### src/rtl/gpio_pkg.sv
package gpio_pkg;

    localparam int PINS_PER_WORD = 16;

    // Register region, decoded from address bits [10:8]
    typedef enum logic [2:0] {
        RG_DATA = 3'd0,
        RG_DIR  = 3'd1,
        RG_FSEL = 3'd2,
        RG_PEN  = 3'd3,
        RG_PUP  = 3'd4
    } region_e;

endpackage

### src/rtl/gpio_sync.sv
module gpio_sync #(
    parameter int WIDTH = 16
) (
    input  logic             clk,
    input  logic             rst_n,
    input  logic [WIDTH-1:0] async_in,
    output logic [WIDTH-1:0] sync_out
);

    typedef struct packed {
        logic [WIDTH-1:0] meta;
        logic [WIDTH-1:0] stable;
    } sync_t;

    sync_t s_d, s_q;

    always_comb begin
        s_d.meta   = async_in;
        s_d.stable = s_q.meta;
    end

    always_ff @(posedge clk) begin
        if (!rst_n) s_q <= '0;
        else        s_q <= s_d;
    end

    assign sync_out = s_q.stable;

endmodule

### src/rtl/gpio_pad_mux.sv
module gpio_pad_mux #(
    parameter int NUM_PINS = 16
) (
    input  logic [NUM_PINS-1:0] gpio_val,
    input  logic [NUM_PINS-1:0] gpio_dir,
    input  logic [NUM_PINS-1:0] func_sel,
    input  logic [NUM_PINS-1:0] periph_out,
    input  logic [NUM_PINS-1:0] periph_oe,
    output logic [NUM_PINS-1:0] pad_out,
    output logic [NUM_PINS-1:0] pad_oe
);

    for (genvar p = 0; p < NUM_PINS; p++) begin : g_pin
        always_comb begin
            pad_out[p] = func_sel[p] ? periph_out[p] : gpio_val[p];
            pad_oe[p]  = func_sel[p] ? periph_oe[p]  : gpio_dir[p];
        end
    end

endmodule

### src/rtl/gpio_port_ctrl.sv
module gpio_port_ctrl
    import gpio_pkg::*;
#(
    parameter int NUM_PINS = 208,
    parameter int ADDR_W   = 11
) (
    input  logic                clk,
    input  logic                rst_n,
    input  logic                bus_en,
    input  logic                bus_we,
    input  logic [ADDR_W-1:0]   bus_addr,
    input  logic [31:0]         bus_wdata,
    output logic [31:0]         bus_rdata,
    input  logic [NUM_PINS-1:0] pad_in,
    input  logic [NUM_PINS-1:0] periph_out,
    input  logic [NUM_PINS-1:0] periph_oe,
    output logic [NUM_PINS-1:0] pad_out,
    output logic [NUM_PINS-1:0] pad_oe,
    output logic [NUM_PINS-1:0] periph_sel,
    output logic [NUM_PINS-1:0] pull_en,
    output logic [NUM_PINS-1:0] pull_up
);

    // Word index is address bits [7:2]: at most 64 words (1024 pins).
    localparam int NWORDS = (NUM_PINS + PINS_PER_WORD - 1) / PINS_PER_WORD;
    localparam int PAD_W  = NWORDS * PINS_PER_WORD;
    localparam int IDX_W  = 6;
    localparam int RGN_W  = ADDR_W - 8;

    function automatic logic [PAD_W-1:0] pin_mask();
        logic [PAD_W-1:0] m;
        for (int i = 0; i < PAD_W; i++) m[i] = (i < NUM_PINS);
        return m;
    endfunction

    localparam logic [PAD_W-1:0] VALID = pin_mask();

    typedef struct packed {
        logic [PAD_W-1:0] dout;
        logic [PAD_W-1:0] dir;
        logic [PAD_W-1:0] fsel;
        logic [PAD_W-1:0] pen;
        logic [PAD_W-1:0] pup;
        logic [31:0]      rdata;
    } state_t;

    state_t s_d, s_q;

    logic [NUM_PINS-1:0] pad_sync;
    logic [PAD_W-1:0]    sync_ext;
    logic [RGN_W-1:0]    region_raw;
    region_e             region;
    logic [IDX_W-1:0]    widx;
    logic                acc_hit;
    logic                acc_wr;
    logic                acc_rd;
    logic                wr_data_hit;

    gpio_sync #(.WIDTH(NUM_PINS)) u_sync (
        .clk      (clk),
        .rst_n    (rst_n),
        .async_in (pad_in),
        .sync_out (pad_sync)
    );

    assign sync_ext   = PAD_W'(pad_sync) & VALID;
    assign region_raw = bus_addr[ADDR_W-1:8];
    assign region     = region_e'(region_raw[2:0]);
    assign widx       = bus_addr[7:2];
    assign acc_hit    = (region_raw <= RGN_W'(4)) && (bus_addr[1:0] == 2'b00)
                        && (widx < IDX_W'(NWORDS));
    assign acc_wr     = bus_en && bus_we && acc_hit;
    assign acc_rd     = bus_en && !bus_we && acc_hit;
    assign wr_data_hit = acc_wr && (region == RG_DATA);

    always_comb begin
        s_d       = s_q;
        s_d.rdata = '0;
        for (int w = 0; w < NWORDS; w++) begin
            if (widx == IDX_W'(w)) begin
                if (acc_wr) begin
                    case (region)
                        RG_DATA: begin
                            for (int b = 0; b < PINS_PER_WORD; b++) begin
                                if (bus_wdata[PINS_PER_WORD+b])
                                    s_d.dout[w*PINS_PER_WORD+b] = bus_wdata[b];
                            end
                        end
                        RG_DIR:  s_d.dir[w*PINS_PER_WORD +: PINS_PER_WORD]  = bus_wdata[15:0];
                        RG_FSEL: s_d.fsel[w*PINS_PER_WORD +: PINS_PER_WORD] = bus_wdata[15:0];
                        RG_PEN:  s_d.pen[w*PINS_PER_WORD +: PINS_PER_WORD]  = bus_wdata[15:0];
                        RG_PUP:  s_d.pup[w*PINS_PER_WORD +: PINS_PER_WORD]  = bus_wdata[15:0];
                        default: ;
                    endcase
                end
                if (acc_rd) begin
                    case (region)
                        RG_DATA: s_d.rdata[15:0] = sync_ext[w*PINS_PER_WORD +: PINS_PER_WORD];
                        RG_DIR:  s_d.rdata[15:0] = s_q.dir[w*PINS_PER_WORD +: PINS_PER_WORD];
                        RG_FSEL: s_d.rdata[15:0] = s_q.fsel[w*PINS_PER_WORD +: PINS_PER_WORD];
                        RG_PEN:  s_d.rdata[15:0] = s_q.pen[w*PINS_PER_WORD +: PINS_PER_WORD];
                        RG_PUP:  s_d.rdata[15:0] = s_q.pup[w*PINS_PER_WORD +: PINS_PER_WORD];
                        default: ;
                    endcase
                end
            end
        end
        // Positions beyond the pin count never hold a 1
        s_d.dout = s_d.dout & VALID;
        s_d.dir  = s_d.dir  & VALID;
        s_d.fsel = s_d.fsel & VALID;
        s_d.pen  = s_d.pen  & VALID;
        s_d.pup  = s_d.pup  & VALID;
    end

    always_ff @(posedge clk) begin
        if (!rst_n) s_q <= '0;
        else        s_q <= s_d;
    end

    gpio_pad_mux #(.NUM_PINS(NUM_PINS)) u_mux (
        .gpio_val   (s_q.dout[NUM_PINS-1:0]),
        .gpio_dir   (s_q.dir[NUM_PINS-1:0]),
        .func_sel   (s_q.fsel[NUM_PINS-1:0]),
        .periph_out (periph_out),
        .periph_oe  (periph_oe),
        .pad_out    (pad_out),
        .pad_oe     (pad_oe)
    );

    assign periph_sel = s_q.fsel[NUM_PINS-1:0];
    assign pull_en    = s_q.pen[NUM_PINS-1:0];
    assign pull_up    = s_q.pup[NUM_PINS-1:0];
    assign bus_rdata  = s_q.rdata;

    // unselected bits of word 0 keep their value
    a_r2_mask_keeps: assert property (@(posedge clk) disable iff (!rst_n)
        (wr_data_hit && widx == '0) |=>
        (((s_q.dout[15:0] ^ $past(s_q.dout[15:0])) & ~$past(bus_wdata[31:16])) == 16'h0));

    // selected bits of word 0 take the written value
    a_r2_mask_applies: assert property (@(posedge clk) disable iff (!rst_n)
        (wr_data_hit && widx == '0) |=>
        (((s_q.dout[15:0] ^ $past(bus_wdata[15:0])) & $past(bus_wdata[31:16])
          & VALID[15:0]) == 16'h0));

    // upper half of any read is zero
    a_r3_upper_zero: assert property (@(posedge clk) disable iff (!rst_n)
        (bus_en && !bus_we) |=> (bus_rdata[31:16] == 16'h0));

    // a missed access reads zero
    a_r9_miss_reads_zero: assert property (@(posedge clk) disable iff (!rst_n)
        (bus_en && !bus_we && !acc_hit) |=> (bus_rdata == 32'h0));

    // without a decoded write no register changes
    a_r9_no_write_hold: assert property (@(posedge clk) disable iff (!rst_n)
        !acc_wr |=> ($stable(s_q.dout) && $stable(s_q.dir) && $stable(s_q.fsel)
                     && $stable(s_q.pen) && $stable(s_q.pup)));

endmodule

### config.mk
export PLATFORM = sky130hd
export DESIGN_NAME = gpio_port_ctrl
export DESIGN_NICKNAME = d
export VERILOG_FILES = /design/src/rtl/gpio_pkg.sv /design/src/rtl/gpio_sync.sv /design/src/rtl/gpio_pad_mux.sv /design/src/rtl/gpio_port_ctrl.sv
export SDC_FILE = /design/constraint.sdc
export NUM_CORES = 2
export LEC_CHECK = 0
export ABC_AREA = 1
export BUFFER_PORTS_ARGS = -buffer_cell sky130_fd_sc_hd__buf_2
export CAP_MARGIN = 20
export CORE_AREA = 2 2 687 689
export CTS_BUF_LIST = sky130_fd_sc_hd__clkbuf_2 sky130_fd_sc_hd__clkbuf_4 sky130_fd_sc_hd__clkbuf_8
export CTS_CLUSTER_DIAMETER = 100
export DETAILED_ROUTE_END_ITERATION = 16
export DIE_AREA = 0 0 689 691
export GPL_TIMING_DRIVEN = 1
export SLEW_MARGIN = 30
export SYNTH_ARGS = -nofsm -noshare
export SYNTH_HDL_FRONTEND = slang
export SYNTH_SLANG_ARGS = --single-unit
export TNS_END_PERCENT = 5
### constraint.sdc
create_clock -name clk -period 3 [get_ports clk]
set_input_delay 0.3 -clock clk [delete_from_list [all_inputs] [get_ports clk]]
set_output_delay 0.3 -clock clk [all_outputs]
set_load 0.05 [all_outputs]
==> metrics.csv <==
stage,metric,value,unit
sta,report.final.setup_viol,1,
clock_tree,cts_max_path_buffers,4,
worst_setup_path,critical_path.endpoint_type,flip-flop,
synthesis,post-synth-top-area-cell,sky130_fd_sc_hd__dfxtp_1,
synthesis,synth.distinct_cells,40,
sta,slew-limit-headroom,27.3,%
placed_design,dpl.hpwl,536000,um
synthesis,synth.most_common_cell,sky130_fd_sc_hd__nand2_1,
detailed_routing,routed_wire_length_per_instance,36.1,um
worst_setup_path,cp-start-kind,flip-flop,
worst_hold_path,hold_depth,5,
grt,grt_usage,25.5,%
floorplan,die-height,691,um
sta,fin_ws,-0.0320,ns
worst_setup_path,worstSetupPathType,flip-flop to flip-flop,
worst_hold_path,hp-start,bus_wdata[24],
detailed_routing,drt.antenna.violating_nets,0,
clock_tree,ctsRootBufferMaster,sky130_fd_sc_hd__clkbuf_8,
synthesis,synth.cell_area,66800,um^2
power,seq_power_share,44.8,%
power,switching_share,26.7,%
layout,post-route-util,20.0,%
floorplan,initial_core_util,14.2,%
synthesis,syn_inst,9309,
sta,worst_clock_skew,0.0871,ns
placed_design,io_buffers,1726,
grt,grt.overflow.total,0,
worst_setup_path,regToRegStartpoint,s_q[677],
sta,slew_viols_final,0,
layout,instances_no_fill,17725,
clock_tree,worstSkewPairLatency,1.07,ns
grt,grt_pass1_wl,783000,um
worst_setup_path,worstRegToRegCells,16,
power,fin_total_pwr,44.5,mW
power,cellInternalPower,32.6,mW
worst_setup_path,timing.critical_path.mode_cell,sky130_fd_sc_hd__nand2_1,
sta,max_freq,0.330,GHz
synthesis,synth-seq-area-share,44.1,%
power,max-vdd-ir-drop,0.300,mV
sta,timing.final.crit_share,101,%
worst_setup_path,critical_path_required,3.89,ns
synthesis,ys_ff_latch,1472,
synthesis,synth.avg_cell_area,7.17,um^2
placed_design,post_dp_cell_area,83400,um^2
grt,grt_start_max_net_pins,118,
run,maxCapViolCount,0,
clock_tree,clkSlewWorstSetupHoldPaths,0.07,ns
placed_design,routability_congestion_estimate,1.02,
floorplan,io-pin-count,1743,
clock_tree,number_of_buffers_created_by_cts,264,
layout,postLayoutCellArea,93800,um^2
detailed_routing,routed_via_density,4.37,
worst_setup_path,worstPathMaxFanout,3,
sta,worst_pin_slew,1.09,ns
sta,finalHoldWorstSlack,0.0633,ns
worst_hold_path,timing.hold.worst.class,input port to flip-flop,
synthesis,synthFlopType,sky130_fd_sc_hd__dfxtp_1,
detailed_routing,drt_first_iter_violations,11219,
power,power.density,475,nW/um^2
detailed_routing,drt_total_wl,639000,um
sta,finalHoldViolations,0,
floorplan,floorplan.rows,252,
worst_setup_path,slowest_delay,0.39,ns
status,result_of_the_run,finished with violations,
floorplan,design.core.area,469000,um^2
layout,area.growth.synth_to_final,40.5,%
synthesis,ys_async_sr_fraction,0,%
placed_design,post-place-cells,16732,
power,leakagePower,41.3,nW
synthesis,netlist.area_leader.share,44.1,%
clock_tree,cts_tree,done,
worst_setup_path,arrival,3.92,ns
placed_design,dpl_worst_slack,-0.905,ns
sta,finalWorstPathRequiredPeriod,3.03,ns
worst_hold_path,min_delay_worst_endpoint,s_q[920],
sta,tns,-0.0320,ns
grt,grt_antenna_before_repair,204,
worst_setup_path,path_cells,inv_1 > o22ai_1 > nor2_1 > nor2_1 > nor2_2 > buf_4 > nand2_1 > nand2_1 > nand2_1 > nand2_1 > nand2_1 > nand2_2 > nand4_1 > buf_12 > nand2_1 > a21oi_1,
worst_setup_path,setup_slack_of_the_most_critical_reg_to_reg_path,-0.03,ns
synthesis,yosysWarnings,0,
floorplan,die_area,476000,um^2
power,comb_power_share,7.4,%
detailed_routing,dr_total_vias,77393,
power,clock_power_share,47.8,%
synthesis,post_synth_edffs,0,
synthesis,netlist_top_cells_area,"sky130_fd_sc_hd__dfxtp_1 (44%), sky130_fd_sc_hd__o21ai_0 (9.9%), sky130_fd_sc_hd__nand2_1 (9.5%)",
detailed_routing,drt_first_pass_iters,9,
power,net-switching-power,11.9,mW
clock_tree,cts.htree.levels,5,
synthesis,ys_top_cells_by_count,"sky130_fd_sc_hd__nand2_1 (1687), sky130_fd_sc_hd__dfxtp_1 (1472), sky130_fd_sc_hd__o21ai_0 (1324)",
grt,first_global_vias,68918,
clock_tree,cts.sinks,1472,
layout,final_layout_size_suffix_gt1_share,26.8,%
worst_setup_path,critical_path.startpoint,s_q[677],
status,violations_in_the_final_reports,setup timing,
detailed_routing,drcViolationCount,0,
worst_setup_path,cell_with_the_largest_stage_delay_on_the_worst_path,sky130_fd_sc_hd__nand4_1,
worst_setup_path,r2r_endpoint,bus_rdata[5],
layout,nNetsFinal,11881,
clock_tree,post_cts_setup_repair_bufs,0,
floorplan,dieWidth,689,um
==> state kept, by name (all words and copies together), names as in the netlist <==
register	cells
periph_sel	208
pull_up	208
u_sync.sync_out	208
s_q	416
pull_en	208
u_sync.s_d	208
bus_rdata	16
==> power groups by stage <==
stage | combinational (mW) | sequential [mW] | clock (mW)
after floorplan | 1.09 | 20.3 | 0
after global placement | 2.71 | 20.4 | 0
after detailed placement | 2.71 | 20.4 | 0
after CTS | 3.21 | 20.0 | 21.3
after global routing | 3.42 | 20.0 | 22.1
final | 3.28 | 20.0 | 21.3
==> cell type report <==
cell class | count | area, um^2
antenna | 107 | 268
timing repair buffer | 2918 | 20700
tap | 6223 | 7790
inverter | 1308 | 4930
fill | 53322 | 375000
sequential | 1472 | 29500
multi-input combinational | 5246 | 25000
clock inverter | 62 | 752
clock buffer | 389 | 4930
==> worst max-delay path by stage <==
stage	endpoint	slack (ns)	cells after the start
2_1_floorplan	bus_rdata[14]	1.04	13
3_3_place_gp	bus_rdata[13]	-1.13	13
3_5_place_dp	bus_rdata[2]	-0.90	18
4_1_cts	bus_rdata[5]	-0.08	16
5_1_grt	bus_rdata[5]	-0.001	16
6_report	bus_rdata[5]	-0.03	16
==> critical path: cells and delay by family, from the launching register on <==
| family | cells | cell delay [ns] |
|---|---|---|
| compound gates | 2 | 0.18 |
| simple gates | 11 | 1.76 |
| buf+inv | 3 | 0.62 |
| flops | 1 | 0.30 |
==> placed cells by master (no fill, tap or decap), drive strengths merged, types with 17 or more instances in the layout <==
cell type / n
dlygate4sd3: 435
o221ai: 19
inv: 1319
clkbuf: 390
buf: 2482
o211ai: 30
diode: 107
a221oi: 33
o21ai: 1347
a211oi: 36
nand4: 55
o22ai: 196
nand2: 1694
nand3: 356
clkinv: 31
nor3: 17
dfxtp: 1472
a21oi: 1150
nor2: 260
==> layer usage <==
| layer | track usage [%] | part of all wire [%] | vias to the layer above |
|---|---|---|---|
| met5 | 0 | 0.10 | - |
| met1 | 32.0 | 40 | 37666 |
| li1 | - | - | 33391 |
| met4 | 12.3 | 5.7 | 106 |
| met3 | 14.5 | 16 | 963 |
| met2 | 34.5 | 38 | 5267 |
==> timing repair <==
action / in CTS / in global routing
gates resized for setup: 10 / 13
setup endpoints to repair: 7 / 8
pin swaps: 1 / 2
hold buffers: 435 / 0
hold endpoints to repair: 865 / 0
cloned: 0 / 0
==> cell families after synthesis <==
group	share of synthesized area, %
AO/OA/AOI/OAI	22.4
flip-flops	44.1
other	0.00562
buffers and inverters	18.8
AND/OR/NAND/NOR	14.6
(Power assumes the default switching activity.)
